===== src/rtl/pec_pkg.sv =====
// Shared constants and the bitwise CRC step for the packet error check engine.
// Assumes an 8-bit CRC with no reflection and no output inversion.
package pec_pkg;
    localparam int          PEC_W    = 8;
    localparam logic [PEC_W-1:0] PEC_POLY = 8'h07;

    // Folds one byte into a CRC, most significant bit first.
    function automatic logic [PEC_W-1:0] crc_fold(input logic [PEC_W-1:0] crc_in,
                                                  input logic [PEC_W-1:0] data);
        logic [PEC_W-1:0] c;
        c = crc_in;
        for (int i = PEC_W - 1; i >= 0; i--) begin
            if (c[PEC_W-1] ^ data[i])
                c = (c << 1) ^ PEC_POLY;
            else
                c = c << 1;
        end
        return c;
    endfunction
endpackage


===== src/rtl/pec_crc_reg.sv =====
// Running CRC register with its validity bit.
// Assumes 'fold' is raised only for message bytes, never for the CRC byte.
module pec_crc_reg #(
    parameter int W = pec_pkg::PEC_W
) (
    input  logic         clk,
    input  logic         rst_n,
    input  logic         en,
    input  logic         start,
    input  logic         arb_lost,
    input  logic         fold,
    input  logic [W-1:0] data,
    output logic [W-1:0] crc,
    output logic         valid
);
    // Clears on start or disable, invalidates on arbitration loss, else folds bytes.
    always_ff @(posedge clk) begin
        if (!rst_n || !en || start) begin
            crc   <= '0;
            valid <= 1'b1;
        end else if (arb_lost) begin
            valid <= 1'b0;
        end else if (fold && valid) begin
            crc <= pec_pkg::crc_fold(crc, data);
        end
    end

    assert_start_clears_R2: assert property (@(posedge clk) disable iff (!rst_n)
        (en && start) |=> (crc == '0 && valid));
    assert_disabled_zero_R3: assert property (@(posedge clk) disable iff (!rst_n)
        !en |=> (crc == '0));
    assert_arb_invalid_R10: assert property (@(posedge clk) disable iff (!rst_n)
        (en && !start && arb_lost) |=> !valid);
    assert_invalid_frozen_R10: assert property (@(posedge clk) disable iff (!rst_n)
        (en && !start && !valid) |=> $stable(crc));
endmodule


===== src/rtl/pec_arm_ctl.sv =====
// Decides which byte slot carries the CRC and whether a received CRC byte is refused.
// Assumes byte_valid is a one-cycle strobe per completed byte.
module pec_arm_ctl (
    input  logic clk,
    input  logic rst_n,
    input  logic en,
    input  logic start,
    input  logic arb_lost,
    input  logic crc_ok,
    input  logic is_tx,
    input  logic is_master,
    input  logic pec_req,
    input  logic dma_en,
    input  logic dma_eot,
    input  logic dma_eot_early,
    input  logic last_bit,
    input  logic byte_valid,
    input  logic mismatch,
    output logic send_q,
    output logic expect_q,
    output logic nack_req,
    output logic chk_fail
);
    logic force_q;
    logic arm_tx;
    logic arm_rx;
    logic live;
    logic chk_now;

    // Qualifies arming requests against the current mode and CRC validity.
    always_comb begin
        live    = en && crc_ok && !start && !arb_lost;
        arm_tx  = live && is_tx && (pec_req || (dma_en && dma_eot));
        arm_rx  = live && !is_tx && (pec_req || (dma_en && dma_eot_early));
        chk_now = live && expect_q && byte_valid;
    end

    // Holds the armed slot and the forced-refusal choice made when arming.
    always_ff @(posedge clk) begin
        if (!rst_n || !en || start || arb_lost) begin
            send_q   <= 1'b0;
            expect_q <= 1'b0;
            force_q  <= 1'b0;
        end else begin
            if (byte_valid) begin
                send_q   <= 1'b0;
                expect_q <= 1'b0;
                force_q  <= 1'b0;
            end
            if (arm_tx)
                send_q <= 1'b1;
            if (arm_rx) begin
                expect_q <= 1'b1;
                force_q  <= is_master && (pec_req || last_bit);
            end
        end
    end

    // Refuses the CRC byte on a mismatch or when the master role demands it.
    always_comb begin
        nack_req = chk_now && (force_q || mismatch);
        chk_fail = chk_now && mismatch;
    end

    assert_send_once_R4: assert property (@(posedge clk) disable iff (!rst_n)
        (send_q && byte_valid && !arm_tx) |=> !send_q);
    assert_disabled_idle_R3: assert property (@(posedge clk) disable iff (!rst_n)
        !en |=> (!send_q && !expect_q));
    assert_arb_disarm_R10: assert property (@(posedge clk) disable iff (!rst_n)
        arb_lost |=> (!send_q && !expect_q));
    assert_one_slot_R6: assert property (@(posedge clk) disable iff (!rst_n)
        $onehot0({send_q, expect_q}));
endmodule


===== src/rtl/pec_err_flag.sv =====
// Sticky CRC mismatch flag. Assumes clear has priority over set.
module pec_err_flag (
    input  logic clk,
    input  logic rst_n,
    input  logic set,
    input  logic clr,
    output logic flag
);
    // Latches a mismatch until software clears it.
    always_ff @(posedge clk) begin
        if (!rst_n || clr)
            flag <= 1'b0;
        else if (set)
            flag <= 1'b1;
    end

    assert_err_clear_R11: assert property (@(posedge clk) disable iff (!rst_n)
        clr |=> !flag);
    assert_err_hold_R11: assert property (@(posedge clk) disable iff (!rst_n)
        (flag && !clr) |=> flag);
endmodule


===== src/rtl/pec_engine.sv =====
// Packet error check engine for a two-wire bus controller.
// Assumes the controller reports each completed byte, direction and master role.
module pec_engine #(
    parameter int W = pec_pkg::PEC_W
) (
    input  logic         clk,
    input  logic         rst_n,
    input  logic         pec_en,
    input  logic         start_det,
    input  logic         is_tx,
    input  logic         is_master,
    input  logic         byte_valid,
    input  logic [W-1:0] byte_data,
    input  logic         pec_req,
    input  logic         dma_en,
    input  logic         dma_eot,
    input  logic         dma_eot_early,
    input  logic         last_bit,
    input  logic         arb_lost,
    input  logic         err_clr,
    output logic [W-1:0] crc_out,
    output logic         crc_valid,
    output logic         pec_send,
    output logic         pec_expect,
    output logic         nack_req,
    output logic         pec_err
);
    logic fold;
    logic mismatch;
    logic chk_fail;

    // Message bytes are folded; the CRC byte slot itself is not.
    always_comb begin
        fold     = byte_valid && !pec_send && !pec_expect;
        mismatch = (byte_data != crc_out);
    end

    pec_crc_reg #(.W(W)) u_crc (
        .clk(clk), .rst_n(rst_n), .en(pec_en), .start(start_det),
        .arb_lost(arb_lost), .fold(fold), .data(byte_data),
        .crc(crc_out), .valid(crc_valid)
    );

    pec_arm_ctl u_arm (
        .clk(clk), .rst_n(rst_n), .en(pec_en), .start(start_det),
        .arb_lost(arb_lost), .crc_ok(crc_valid), .is_tx(is_tx),
        .is_master(is_master), .pec_req(pec_req), .dma_en(dma_en),
        .dma_eot(dma_eot), .dma_eot_early(dma_eot_early), .last_bit(last_bit),
        .byte_valid(byte_valid), .mismatch(mismatch),
        .send_q(pec_send), .expect_q(pec_expect),
        .nack_req(nack_req), .chk_fail(chk_fail)
    );

    pec_err_flag u_err (
        .clk(clk), .rst_n(rst_n), .set(chk_fail), .clr(err_clr), .flag(pec_err)
    );

    assert_no_nack_off_R3: assert property (@(posedge clk) disable iff (!rst_n)
        !pec_en |-> !nack_req);
    assert_tx_byte_crc_R4: assert property (@(posedge clk) disable iff (!rst_n)
        (pec_en && !start_det && !arb_lost && pec_send && byte_valid) |=> $stable(crc_out));
endmodule


===== config.mk =====
export PLATFORM = sky130hd
export DESIGN_NAME = pec_engine
export DESIGN_NICKNAME = d
export VERILOG_FILES = /design/src/rtl/pec_pkg.sv /design/src/rtl/pec_crc_reg.sv /design/src/rtl/pec_arm_ctl.sv /design/src/rtl/pec_err_flag.sv /design/src/rtl/pec_engine.sv
export SDC_FILE = /design/constraint.sdc
export NUM_CORES = 1
export LEC_CHECK = 0
export ABC_AREA = 0
export CELL_PAD_IN_SITES_DETAIL_PLACEMENT = 1
export CELL_PAD_IN_SITES_GLOBAL_PLACEMENT = 2
export CORE_AREA = 10 10 75 77
export CTS_BUF_LIST = sky130_fd_sc_hd__clkbuf_8 sky130_fd_sc_hd__clkbuf_16
export CTS_CLUSTER_DIAMETER = 150
export DETAILED_ROUTE_END_ITERATION = 6
export DIE_AREA = 0 0 85 87
export PLACE_DENSITY = 0.74
export SETUP_SLACK_MARGIN = 0.4
export SLEW_MARGIN = 20
export SYNTH_ARGS = -nofsm -noshare
export SYNTH_HDL_FRONTEND = slang
export SYNTH_HIERARCHICAL = 1
export SYNTH_SLANG_ARGS = --single-unit

===== constraint.sdc =====
create_clock -name clk -period 1.6 [get_ports clk]
set_clock_uncertainty 0.1 [all_clocks]
set_input_delay 0.32 -clock clk [delete_from_list [all_inputs] [get_ports clk]]
set_output_delay 0.32 -clock clk [all_outputs]
set_load 0.05 [all_outputs]

# Yosys cells after proc, flatten, opt, wreduce, memory -nomap -nowiden
# Cells that the tools add are included.
# W data, S select, Z words.
# word_totals
register_bits,13
inputBits,22
wordCells,92
# op_classes
eq_ne,1
n_mux,33
bitwise,17
reduce_logical,35
# ops
operator,count
$mux W8,21
$mux W3,8
$not A3 Y3,8
$logic_and A1 B1 Y1,17
$logic_or A1 B1 Y1,8
$ne A8 B8 Y1,1
$xor A1 B1 Y1,8
$logic_not A1 Y1,7
$mux W1,4
$reduce_bool A2 Y1,2
$reduce_and A2 Y1,1
$not A1 Y1,1

# Depth between registers and ports, before layout
# Gate-level depths: netlist (run 1).
# depth
word_depth,39
depth_mapped,6

# By module
# The synthesis (run 1) kept the hierarchy.
# by_module_without_submodules
mod,instances,cells_per_inst,area_per_inst_um2,seq_area_each_um2
pec_crc_reg,1,60,621.8,180.2
pec_arm_ctl,1,20,183.9,60.1
pec_engine,1,12,93.8,0.0
pec_err_flag,1,3,36.3,20.0

# Least setup slack after synthesis (run 1)
# OpenSTA, ideal clock, no wires.
# synth_path
kind,reg-to-reg
start,reg u_crc.crc[6]
end,reg u_crc.crc[2]
arrival_time_ns,2.050
required_ns,1.430
slack_ns,-0.620
stages_incl_launch_ff,5
path_buffers,0
cell_sequence,dfxtp_1 > xor3_2 > xnor3_1 > or3_1 > a21oi_1
# synth_between
elab_chain_cells,25
# synth_rtl
item,line,rtl
"start, declared",pec_crc_reg.sv:13,"output logic [W-1:0] crc,"
"start signal, assigned",pec_crc_reg.sv:24,"crc <= pec_pkg::crc_fold(crc, data);"
$mux W8,pec_crc_reg.sv:23,end else if (fold && valid) begin
$mux W8,pec_crc_reg.sv:21,end else if (arb_lost) begin
$mux W8,pec_crc_reg.sv:18,if (!rst_n || !en || start) begin
$xor A1 B1 Y1,pec_pkg.sv:13,if (c[PEC_W-1] ^ data[i])
$mux W3,pec_pkg.sv:13,
$mux W8,pec_crc_reg.sv:23,
$mux W8,pec_crc_reg.sv:21,
$mux W8,pec_crc_reg.sv:18,
(+9 left out),n/a,
$mux W8,pec_crc_reg.sv:23,
$mux W8,pec_crc_reg.sv:21,
$mux W8,pec_crc_reg.sv:18,
$mux W8,pec_crc_reg.sv:23,
$mux W8,pec_crc_reg.sv:21,
$mux W8,pec_crc_reg.sv:18,
$xor A1 B1 Y1,pec_pkg.sv:13,
$mux W3,pec_pkg.sv:13,
# Every way passes these cells. The select of a mux whose other input is x is not followed.
# A chain may end at the register's enable or synchronous reset.

# Worst setup path in the final report (run 1)
# layout_path
start,reg u_crc.crc[2]
end,out nack_req
# layout_between
elab_chain_cells,3
# layout_rtl
item,line,rtl
$ne A8 B8 Y1,pec_engine.sv:35,mismatch = (byte_data != crc_out);
named net mismatch,pec_engine.sv:29,logic mismatch;
$logic_or A1 B1 Y1,pec_arm_ctl.sv:61,nack_req = chk_now && (force_q || mismatch);
$logic_and A1 B1 Y1,pec_arm_ctl.sv:61,
"end, declared",pec_engine.sv:25,"output logic nack_req,"
# The timed path passes the listed nets, and every way through them passes these cells.

==> results.cfg, run 1 <==
[run_status]
outcome = finished, violations left
violations = setup timing

[clocking]
path_clk_slew_ns = 0.06
cts_buffer_depth = 2
cts_tree = done
cts_hold_buf = 0
numCtsBuffers = 3
htreeDepth = 1
clkSinkCount = 13
root_buffer = clkbuf_8
worstSkewPairLatency_ns = 0.24

[floorplan]
core_um2 = 4230
die-height_um = 87
die_w_um = 85
core.rowCount = 24
start_util = 0.221
die_area_um2 = 7400
io_pins = 35

[route]
drc = 0
vias_per_cell = 4.61
ant_nets = 0
vias = 1074
detail_route.wl_per_cell_um = 16.6
dr.pass1.iters = 3
drt-total-wl_um = 3860
drt_iter0_markers = 15

[sta]
rsz0062_at_grt = yes
tightest_slew_ns = 0.274
min_period_ns = 2.06
setup_viol = 9
fmaxAchievable_mhz = 485
worst_slew_margin_rel = 0.815
final-hold-violation-count = 0
timing.final.ws_setup_ns = -0.461
finalMaxSlewViolations = 0
period_share = 1.29
fin_tns_setup_ns = -0.971

[power_and_ir_drop]
peakVddDrop_mv = 0.305
power.total_w = 0.00104
power_leakage_nw = 0.971
power.density_nw_per_um2 = 467

[placement]
place_ws_ns = -0.707
portBuffers = 34
gp_congestion = 0.780
dpl_cell_area_um2 = 1770
hpwl_um = 2680

[synthesis]
avgSynthCellArea_um2 = 9.85
netlist_area_um2 = 936
yosysWarnings = 6
synth_seq_area_share = 0.278
synth_seq_cells = 13
syn_inst = 95
ys_types = 31
synthesis.nets = 117

[final_layout]
layout-drive-gt1-share = 0.635
diodes = 0
final_util = 0.527
fillCellCount = 459
design_area_um2 = 2230
syn2layout_area_growth_pct = 139
nets = 204

[global_route]
antenna_found_initial = 0
overflow = 0
grt_first_pass_wirelength_um = 5850
grt.total_usage = 0.0942
grt_pass1_vias = 1194
grt_max_degree = 8

[run]
max-cap-violations = 0

[setup_path]
crit_arrival_ns = 1.64
worstPathMaxFanout = 2
startpoint_type = flip-flop
cp.required_ns = 1.18
critPathKind = reg -> out
end_kind = output port

[hold_path]
hp-class = in -> reg
[Yosys cell counts]
library cell	n	area (um^2)
a211oi_1	2	15.0
a21o_1	1	7.51
a21oi_1	8	40.0
a32oi_1	1	8.76
and4_2	1	10.0
and4bb_1	1	12.5
and4bb_2	1	12.5
buf_1	1	3.75
clkbuf_1	1	3.75
dfxtp_1	13	260
inv_1	2	7.51
mux2i_1	1	10.0
nand2_1	3	11.3
nand3_1	2	10.0
nand3b_1	1	7.51
nor2_1	6	22.5
nor3b_1	2	15.0
nor3b_2	1	12.5
nor4_1	2	12.5
o2111a_1	1	11.3
o211ai_1	1	7.51
o21ai_0	7	35.0
or2_2	1	6.26
or3_1	6	37.5
or3b_1	1	8.76
xnor2_1	12	105
xnor3_1	4	90.1
xnor3_2	1	23.8
xor2_1	9	78.8
xor3_1	1	23.8
xor3_2	1	25.0
[layout make-up]
cell class / count / area [um^2] / area share
flip-flops and latches: 13 / 305 / 0.137
repair buffers: 84 / 906 / 0.406
clock buffers: 3 / 41.3 / 0.0185
multi-input cells: 78 / 905 / 0.405
inverters: 2 / 7.51 / 0.00336
well taps: 52 / 65.1 / 0.0291
clock inverters: 1 / 3.75 / 0.00168
[stage by stage]
stage | instances | hold slack, ns
final | 233 | 0.399
after global routing | 233 | 0.423
after CTS | 223 | 0.395
after detailed placement | 206 | 0.386
after global placement | 206 | 0.373
after floorplan | 95 | 0.290
[worst paths after layout]
check | start | to | slack [ns] | depth (start not counted)
worst max-delay path | u_crc/crc[2] | nack_req | -0.46 | 5
worst max register to register | u_crc/crc[1] | u_crc/crc[2] | -0.17 | 7
worst min-delay path | arb_lost | u_crc/valid | 0.40 | 3
worst min register to register | u_arm/force_q | u_arm/force_q | 0.40 | 2
[state kept, by name, summed over array words and instances, names as in the netlist]
name and cells:
u_arm/expect_q 1, u_arm/force_q 1, u_arm/send_q 1, u_crc/crc 8
u_crc/valid 1, u_err/flag 1
[cell families after synthesis]
| family | synth area share |
|---|---|
| xor gates and xnor gates | 0.370 |
| muxes | 0.0107 |
| DFF | 0.278 |
| and+or+nand+nor | 0.191 |
| buffers and inverters | 0.0160 |
| AOI/OAI and AO/OA | 0.134 |
[layer usage]
metal,GRT usage,wire length (um),part of all wire
met1,0.103,1570,0.41
met2,0.174,2050,0.53
met3,0.0290,182,0.047
met4,0.0180,51,0.013
met5,0,0,0
[critical path: stages, from the launching register on]
cell,delay [ns]
dfxtp_4,0.35
xor2_1,0.16
nor4_1,0.30
nand2_1,0.14
o2111a_2,0.29
buf_8,0.15
[report_power, final]
part	leakage, nW	internal, W	total, W	switching (W)
combinational	0.830	0.000258	0.000429	0.000171
clock	0.0269	0.000170	0.000298	0.000128
sequential	0.114	0.000311	0.000315	0.00000391
[placed cells by master (no fill, tap or decap), types with 3 or more instances in the layout]
cell             count
or3_1                5
clkdlybuf4s15_1      5
inv_1                3
a21oi_2              4
xnor2_2              5
buf_4               24
o21ai_0              6
clkbuf_8             3
clkdlybuf4s50_1      7
buf_2                3
dlygate4sd2_1        5
nor2_1               5
xor2_1               8
buf_12              12
xnor3_1              4
a21oi_1              4
dfxtp_4             12
nand2_1              3
buf_6               25
xnor2_4              7
[timing repair]
| item | CTS | global route |
|---|---|---|
| endpoints found under the setup margin | 23 | 22 |
| cloned | 1 | 0 |
| buffers inserted | 12 | 10 |
| gates resized for setup | 58 | 28 |
| pin swaps | 20 | 17 |
Note: power is estimated with default switching activity, not from simulation.
==> inputs of run 2 (changes only) <==
CAP_MARGIN = 5   (was default)
CORE_AREA = 3 3 68 70   (was 10 10 75 77)
DIE_AREA = 0 0 71 73   (was 0 0 85 87)
==> run 2 against run 1 <==
Effect of this change: routed wire length is 15% lower; clock-buffer cell count stayed put; largest cell class is now multi-input gates; final cell count shrank 3.9%; clock power fell by 4%; final area down 5.2%; the run still ends with setup timing left; via count shrank 3.9%; sequential share of layout area rose by 0.62 points; largest power group unchanged; global-route usage rose by 3.4 points; register-to-register slack gained 0.04 ns; non-clock buffer count shrank 7; critical path type unchanged; critical endpoint unchanged; highest routed layer is now met3; combinational power decreased by 7.0%; core utilization fell by 0.17 points.
==> results.cfg, run 2 (synthesis results as in run 1) <==
[setup_path]
crit_arrival_ns = 1.63
critPathKind = reg -> out
startpoint = u_crc/crc[5]
endpoint = nack_req
rr_worst_depth = 6
end_kind = output port
slowest_delay_ns = 0.36
crit_chain = xor2_2, nor4_2, nand2_1, o2111a_2, buf_8
cp.required_ns = 1.18
r2r-start = u_crc/crc[6]
cp_slowest_cell = dfxtp_4
worstPathMaxFanout = 3
startpoint_type = flip-flop
reg2reg_slack_ns = -0.13
r2r-end = u_crc/crc[1]

[hold_path]
hp-class = in -> reg
worst_hold_path.num_cells = 3

[final_layout]
largest_reg_flops = 8
layout_common_cells = buf_4 (25), buf_6 (17), buf_12 (12)
largest-register = u_crc/crc
syn2layout_area_growth_pct = 126
layout-drive-gt1-share = 0.626
diodes = 0
design_area_um2 = 2120
final_common_cell = buf_4
nets = 197

[sta]
period_share = 1.28
fmaxAchievable_mhz = 488
tightest_slew_ns = 0.268
final-hold-violation-count = 0
timing.final.ws_setup_ns = -0.447
whs_ns = 0.345
worst_slew_margin_rel = 0.820
rsz0062_at_grt = yes
min_period_ns = 2.05
finalMaxSlewViolations = 0
setup_viol = 6

[power_and_ir_drop]
intPower_w = 0.000724
power_frac_comb = 0.398
swShare = 0.278
peakVddDrop_mv = 0.217
p_sw_w = 0.000279
power.density_nw_per_um2 = 473
pwr-share-clk = 0.286
power_leakage_nw = 0.914
pwr-share-seq = 0.316

[route]
drc = 0
drt_iter0_markers = 17
vias_per_cell = 4.61
vias = 1032
dr.pass1.iters = 2
detail_route.wl_per_cell_um = 14.7
ant_nets = 0
drt-total-wl_um = 3290

[placement]
gp_congestion = 0.755
portBuffers = 34
hpwl_um = 2380
dpl_cell_area_um2 = 1800

[global_route]
grt.total_usage = 0.128
grt_pass1_vias = 1149
grt_max_degree = 8
grt_first_pass_wirelength_um = 5260
overflow = 0
antenna_found_initial = 0

[clocking]
cts_hold_buf = 0
clkSinkCount = 13
cts_buffer_depth = 2
cts_tree = done
root_buffer = clkbuf_8
numCtsBuffers = 3
path_clk_slew_ns = 0.06
worstSkewPairLatency_ns = 0.24
htreeDepth = 1

[floorplan]
core_um2 = 4030
die-height_um = 73
core.rowCount = 23
io_pins = 35
die_w_um = 71
die_area_um2 = 5180
start_util = 0.232

[run_status]
violations = setup timing
outcome = finished, violations left

[run]
max-cap-violations = 0
-- run 2: cell types whose count changed in the layout (fill, tap and decap cells not counted), sizes merged --
cell | before | now
buf | 65 | 57
clkbuf | 5 | 7
clkdlybuf4s15 | 5 | 4
clkdlybuf4s50 | 7 | 8
dlygate4sd2 | 5 | 4
-- run 2: power groups by stage --
| stage | Clock (W) | Combinational (W) | Sequential (W) |
|---|---|---|---|
| after floorplan | 0 | 0.000147 | 0.000341 |
| after global placement | 0 | 0.000319 | 0.000323 |
| after detailed placement | 0 | 0.000327 | 0.000324 |
| after CTS | 0.000294 | 0.000356 | 0.000316 |
| after global routing | 0.000308 | 0.000426 | 0.000318 |
| final | 0.000287 | 0.000399 | 0.000317 |
-- run 2: final cells by class --
cell class / instances / area [um^2]
clock inverter: 1 / 3.75
timing repair buffer: 77 / 821
sequential: 13 / 303
clock buffer: 3 / 41.3
inverter: 2 / 7.51
multi-input combinational: 78 / 880
fill: 427 / 1910
tap: 50 / 62.6
-- run 2: how the worst min path moves through the flow --
stage,to,start,slack (ns)
4_1_cts,u_crc/valid,arb_lost,0.34
3_5_place_dp,u_arm/force_q,u_arm/force_q,0.39
5_1_grt,u_crc/valid,arb_lost,0.36
6_report,u_crc/valid,arb_lost,0.35
2_1_floorplan,u_err/flag,err_clr,0.29
3_3_place_gp,u_arm/force_q,u_arm/force_q,0.38
-- run 2: repair_timing --
action,CTS,global route
buffers inserted,5,6
setup endpoints to repair,23,22
gates cloned,1,0
pin swaps,18,11
gates resized for setup,49,24
-- run 2: per-stage QoR --
| stage | cells | setup TNS, ns | setup WS, ns | utilization | total power [W] |
|---|---|---|---|---|---|
| 3_3_place_gp | 208 | -5.18 | -0.634 | 0.446 | 0.000642 |
| 5_1_grt | 224 | -1.29 | -0.543 | 0.526 | 0.00105 |
| 2_1_floorplan | 95 | -0.121 | -0.0738 | - | 0.000488 |
| 3_5_place_dp | 208 | -5.71 | -0.693 | 0.446 | 0.000651 |
| 6_report | 224 | -0.783 | -0.447 | 0.526 | 0.00100 |
| 4_1_cts | 218 | -0.917 | -0.470 | 0.496 | 0.000967 |
-- run 2: routing by layer --
metal  global-route usage  routed length [um]  vias to the layer above
li1                     -                   -                      504
met1                0.144                1360                      498
met2                0.247                1780                       30
met3               0.0248                 153                        0
met4               0.0271                   0                        0
met5                    0                   0                        -
-- run 2: critical path, delay by kind of cell, from the launching register on --
kind	cells	cell delay (ns)
and+or+nand+nor	2	0.46
DFF	1	0.36
AOI/OAI and AO/OA	1	0.28
buffers and inverters	1	0.15
xor gates and xnor gates	1	0.14
==> inputs of run 3 (changes only) <==
ABC_AREA = default   (was 0)
==> results of run 3 <==
No change in the layout: final DEF, timing and power equal those of run 2.
